## config.mk

```make
export PLATFORM = sky130hd
export DESIGN_NAME = fcmp_flag_unit
export DESIGN_NICKNAME = d
export VERILOG_FILES = /design/src/rtl/fcmp_flag_unit.sv
export SDC_FILE = /design/constraint.sdc
export NUM_CORES = 1
export LEC_CHECK = 0
export BUFFER_PORTS_ARGS = -buffer_cell sky130_fd_sc_hd__buf_4
export CAP_MARGIN = 15
export CORE_MARGIN = 2
export CORE_UTILIZATION = 44
export DETAILED_ROUTE_END_ITERATION = 10
export PLACE_DENSITY = 0.78
export SLEW_MARGIN = 20
export SYNTH_ARGS = -nofsm -noshare
export SYNTH_HDL_FRONTEND = slang
export SYNTH_SLANG_ARGS = --single-unit
```

## constraint.sdc

```tcl
create_clock -name clk -period 0.9 [get_ports clk]
set_input_delay 0 -clock clk [delete_from_list [all_inputs] [get_ports clk]]
set_output_delay 0 -clock clk [all_outputs]
set_load 0.02 [all_outputs]
```

## src/rtl/fcmp_flag_unit.sv

```systemverilog
module fcmp_flag_unit #(
  parameter int EXP_W  = 8,
  parameter int FRAC_W = 23
) (
  input  logic                    clk,
  input  logic                    rst_n,
  input  logic                    cmp_valid,
  input  logic [EXP_W+FRAC_W:0]   op_a,
  input  logic [EXP_W+FRAC_W:0]   op_b,
  input  logic                    cmp_signal,
  input  logic                    mask_invalid,
  input  logic                    mask_denorm,
  input  logic                    stat_clear,
  output logic                    res_valid,
  output logic                    zf,
  output logic                    pf,
  output logic                    cf,
  output logic                    of,
  output logic                    sf,
  output logic                    af,
  output logic                    stat_invalid,
  output logic                    stat_denorm
);
  localparam int W = 1 + EXP_W + FRAC_W;

  logic [EXP_W-1:0]  exp_a, exp_b;
  logic [FRAC_W-1:0] frac_a, frac_b;
  logic [W-2:0]      mag_a, mag_b;
  logic              sgn_a, sgn_b;

  assign {sgn_a, exp_a, frac_a} = op_a;
  assign {sgn_b, exp_b, frac_b} = op_b;
  assign mag_a = op_a[W-2:0];
  assign mag_b = op_b[W-2:0];

  logic a_nan, b_nan, a_snan, b_snan, a_den, b_den;
  assign a_nan  = (&exp_a) && (|frac_a);
  assign b_nan  = (&exp_b) && (|frac_b);
  assign a_snan = a_nan && !frac_a[FRAC_W-1];
  assign b_snan = b_nan && !frac_b[FRAC_W-1];
  assign a_den  = !(|exp_a) && (|frac_a);
  assign b_den  = !(|exp_b) && (|frac_b);

  logic any_nan, any_snan, any_den;
  assign any_nan  = a_nan  || b_nan;
  assign any_snan = a_snan || b_snan;
  assign any_den  = a_den  || b_den;

  logic both_zero, is_eq, a_gt;
  assign both_zero = (mag_a == '0) && (mag_b == '0);
  assign is_eq     = both_zero || (op_a == op_b);
  assign a_gt      = (sgn_a != sgn_b) ? !sgn_a
                   : (sgn_a ? (mag_a < mag_b) : (mag_a > mag_b));

  logic [2:0] code;
  always_comb begin
    if (any_nan)    code = 3'b111;
    else if (is_eq) code = 3'b100;
    else if (a_gt)  code = 3'b000;
    else            code = 3'b001;
  end

  logic inv_evt, den_evt, blocked;
  assign inv_evt = cmp_signal ? any_nan : any_snan;
  assign den_evt = any_den;
  assign blocked = (inv_evt && !mask_invalid) || (den_evt && !mask_denorm);

  always_ff @(posedge clk or negedge rst_n) begin
    if (!rst_n) begin
      res_valid    <= 1'b0;
      {zf, pf, cf} <= 3'b000;
      {of, sf, af} <= 3'b000;
      stat_invalid <= 1'b0;
      stat_denorm  <= 1'b0;
    end else begin
      res_valid <= cmp_valid;
      if (cmp_valid && !blocked) begin
        {zf, pf, cf} <= code;
        {of, sf, af} <= 3'b000;
      end
      stat_invalid <= (stat_invalid && !stat_clear) || (cmp_valid && inv_evt);
      stat_denorm  <= (stat_denorm  && !stat_clear) || (cmp_valid && den_evt);
    end
  end

  p_nan_unord_r1: assert property (@(posedge clk) disable iff (!rst_n)
    cmp_valid && any_nan && mask_invalid && mask_denorm |=> {zf, pf, cf} == 3'b111);
  p_flag_code_r2: assert property (@(posedge clk) disable iff (!rst_n)
    res_valid |-> ({zf, pf, cf} inside {3'b111, 3'b000, 3'b001, 3'b100}));
  p_zero_eq_r3: assert property (@(posedge clk) disable iff (!rst_n)
    cmp_valid && both_zero && !any_den |=> {zf, pf, cf} == 3'b100);
  p_no_osa_r4: assert property (@(posedge clk) disable iff (!rst_n)
    !(of || sf || af));
  p_quiet_qnan_r5: assert property (@(posedge clk) disable iff (!rst_n)
    cmp_valid && !cmp_signal && !any_snan && !stat_invalid |=> !stat_invalid);
  p_sig_nan_r6: assert property (@(posedge clk) disable iff (!rst_n)
    cmp_valid && cmp_signal && any_nan |=> stat_invalid);
  p_denorm_r7: assert property (@(posedge clk) disable iff (!rst_n)
    cmp_valid && any_den |=> stat_denorm);
  p_hold_inv_r8: assert property (@(posedge clk) disable iff (!rst_n)
    cmp_valid && any_snan && !mask_invalid |=> $stable({zf, pf, cf}));
  p_valid_rise_r9: assert property (@(posedge clk) disable iff (!rst_n)
    cmp_valid |=> res_valid);
  p_valid_idle_r9: assert property (@(posedge clk) disable iff (!rst_n)
    !cmp_valid |=> !res_valid && $stable({zf, pf, cf}));
  p_sticky_r10: assert property (@(posedge clk) disable iff (!rst_n)
    stat_invalid && !stat_clear |=> stat_invalid);
endmodule

```

==> flow_summary.json <==
{
  "crit_fanout": 3,
  "crit_top_cell": "buf_4",
  "worstPathRequired_ns": 1.07,
  "yosys_register_bits": 6,
  "yosysMostFrequentCell": "inv_1",
  "whs_path_depth": 3,
  "ioPinCount": 80,
  "synth_top_area_share": 0.293,
  "area_delta_synth_final_pct": 103,
  "max_cap_viol_count": 0,
  "avgSynthCellArea_um2": 7.44,
  "finalSetupTns_ns": -3.17,
  "first_pass_iters": 9,
  "worst_r2r_endpoint": "cf$_DFFE_PN0P_",
  "synth-edff-count": 0,
  "startpoint_type": "primary input",
  "cts-root-buf": "clkbuf_4",
  "drc": 5,
  "port_buffers": 76,
  "status": "complete, but fails checks",
  "drive_gt1_frac": 0.574,
  "yosysTopAreaCell": "ha_1",
  "wl_per_cell_um": 25.6,
  "crit_chain": "buf_4, inv_1, ha_4, nand4_1, buf_4, buf_4, o31ai_2, a21oi_1, o21ba_2, a31oi_1",
  "cts.clk_slew.worst_paths_ns": 0.06,
  "fin_worst_skew_ns": 0,
  "finish.utilization": 0.957,
  "finalCritPeriodShare": 1.88,
  "min_to": "stat_denorm$_DFF_PN0_",
  "antenna_found_initial": 0,
  "finalWorstSetupSlack_ns": -0.790,
  "busiest_layer": "met2",
  "grtUsageTotal": 0.352,
  "clk_latency_ns": 0.26,
  "crit_family": "compound AO/OA/AOI/OAI gates",
  "fin_nets": 407,
  "cts-buffers-inserted": 3,
  "yosys-top-cells-area": "ha_1 29%, dfrtp_1 11%, inv_1 9.6%",
  "clock_path_buffers": 2,
  "syn_area_mm2": 0.00132,
  "yosys_warnings": 0,
  "place.gp.congestion": 0.874,
  "fp.dieW_um": 58.9,
  "synthArstFlopShare": 1.00,
  "rows": 19,
  "crit_type": "in -> reg",
  "setup_viol": 5,
  "ys.flop_type": "dfrtp_1",
  "fp.dieArea_mm2": 0.00346,
  "vias": 2324,
  "core_area_mm2": 0.00281,
  "grt_overflow": 0,
  "end_kind": "register",
  "grt_pass1_wl_mm": 9.20,
  "cts_tree": "yes",
  "rsz0062_at_grt": "yes",
  "critical_path.max_stage_delay_ns": 0.29,
  "grt_max_degree": 7,
  "min_from": "cmp_valid",
  "initial_core_util": 0.472,
  "use_met2": 0.654,
  "hpwl_mm": 3.94,
  "power_density_mw_per_mm2": 671,
  "grt_util_met3": 0.0945,
  "diodes": 0,
  "hp-class": "in -> reg",
  "leakage_uw": 0.00131,
  "grtUsageMet1": 0.343,
  "drtAntennaViolNets": 0,
  "crit_slowest_cell": "ha_4",
  "yosys.cell_types.count": 34,
  "htree_levels": 1,
  "finalWirelength_mm": 8.55,
  "rrSetupSlack_ns": 0.09,
  "synthCells": 178,
  "slew_violations": 0,
  "irDropWorstVdd_uv": 468,
  "num-fill-cells": 66,
  "hold_viol": 0,
  "worstReg2RegStart": "cf$_DFFE_PN0P_",
  "first_iter_violations": 251,
  "timing.fmax_mhz": 592,
  "violations": "design-rule violations, negative setup slack",
  "cts.sinks": 6,
  "ff2ff_path_depth": 2,
  "via_per_inst": 6.96,
  "grt_pass1_vias": 2099,
  "die_height_um": 58.9,
  "synth_seq_area_share": 0.113,
  "yosys-top-cells-count": "34 x inv_1, 31 x ha_1, 16 x a21oi_1",
  "cp_data_arrival_time_ns": 1.86,
  "cp_num_buf_inv": 4,
  "fin_crit_ns": 1.69
}
-- where the power goes --
part	total, uW	switching (uW)	internal, uW
Sequential	295	12.4	283
Combinational	1210	605	604
Clock	298	144	154
-- metrics by stage --
| stage | hold slack [ns] | total power, uW | setup slack, ns | cells | cell area (um^2) |
|---|---|---|---|---|---|
| 5_1_grt | 0.0666 | 1840 | -0.877 | 334 | 2690 |
| 4_1_cts | 0.0213 | 1500 | -0.526 | 330 | 2520 |
| 3_3_place_gp | -0.191 | 1150 | -0.820 | 317 | 2290 |
| 3_5_place_dp | -0.188 | 1170 | -0.840 | 317 | 2290 |
| 2_1_floorplan | -0.296 | 650 | -0.541 | 180 | 1460 |
| 6_report | 0.0469 | 1800 | -0.790 | 334 | 2690 |
-- worst register-to-register path, cell delays in order, from the launching register on --
cell and delay (ns):
dfrtp_1 0.41, a21oi_1 0.19, a31oi_1 0.08
-- worst max-delay path by stage --
stage	from	to	slack, ns	cells after the start
global route	op_b[14]	pf$_DFFE_PN0P_	-0.88	8
floorplan	op_b[30]	cf$_DFFE_PN0P_	-0.54	9
CTS	op_b[27]	cf$_DFFE_PN0P_	-0.53	10
detailed placement	op_b[18]	cf$_DFFE_PN0P_	-0.84	10
global placement	op_b[18]	cf$_DFFE_PN0P_	-0.82	10
finish	op_b[26]	cf$_DFFE_PN0P_	-0.79	10
-- sequential cells by signal, indices dropped and copies added (netlist names) --
register	cells
cf	1
pf	1
res_valid	1
stat_denorm	1
stat_invalid	1
zf	1
-- cells in the final DEF (no fill, tap or decap), types with 2 or more instances in the layout --
cell type      netlist  final
buf_4                3    106
inv_1               34     24
ha_1                31     22
a21oi_1             16     14
nand4_1             13     13
buf_6                0     12
nand2_1             10     10
inv_2                0      9
nor4_2               1      9
o21ai_0             10      9
ha_4                 0      9
nor4_4               0      6
nor2_1               6      6
dfrtp_1              6      6
and4_1               4      3
a211oi_1             3      3
conb_1               1      3
clkbuf_4             0      3
dlygate4sd3_1        0      3
o21ai_2              2      2
o22ai_2              0      2
o211ai_1             2      2
and2_4               1      2
o21a_1               2      2
nand3_1              2      2
buf_8                0      2
-- timing repair --
item | 4_1_cts | 5_1_grt
hold buffers | 3 | 0
gates resized for setup | 26 | 27
pin swaps | 19 | 18
endpoints found under the hold margin | 9 | 0
endpoints found under the setup margin | 5 | 5
buffers inserted | 8 | 4
-- per-layer routing --
metal,part of all wire,routed length (um)
met5,0,0
met1,0.32,2730
met4,0.10,886
met3,0.12,1030
met2,0.46,3910
-- area by class of cell --
cell class	count	area (um^2)	area share
multi-input cells	137	1350	0.504
repair buffers	123	991	0.369
flip-flops and latches	6	150	0.0559
inverters	34	130	0.0485
well taps	31	38.8	0.0144
clock buffers	3	22.5	0.00839
-- logic make-up (layout without fill, tap and decap cells) --
logic type	Yosys count	in the layout	share of synthesized area
buffers and inverters	37	160	0.113
AOI/OAI and AO/OA	44	44	0.206
muxes	1	1	0.0113
other	1	3	0.00283
and+or+nand+nor	57	57	0.253
xor gates and xnor gates	1	1	0.00662
DFF	6	6	0.113
adders and majority gates	31	31	0.293
(Power assumes the default switching activity.)
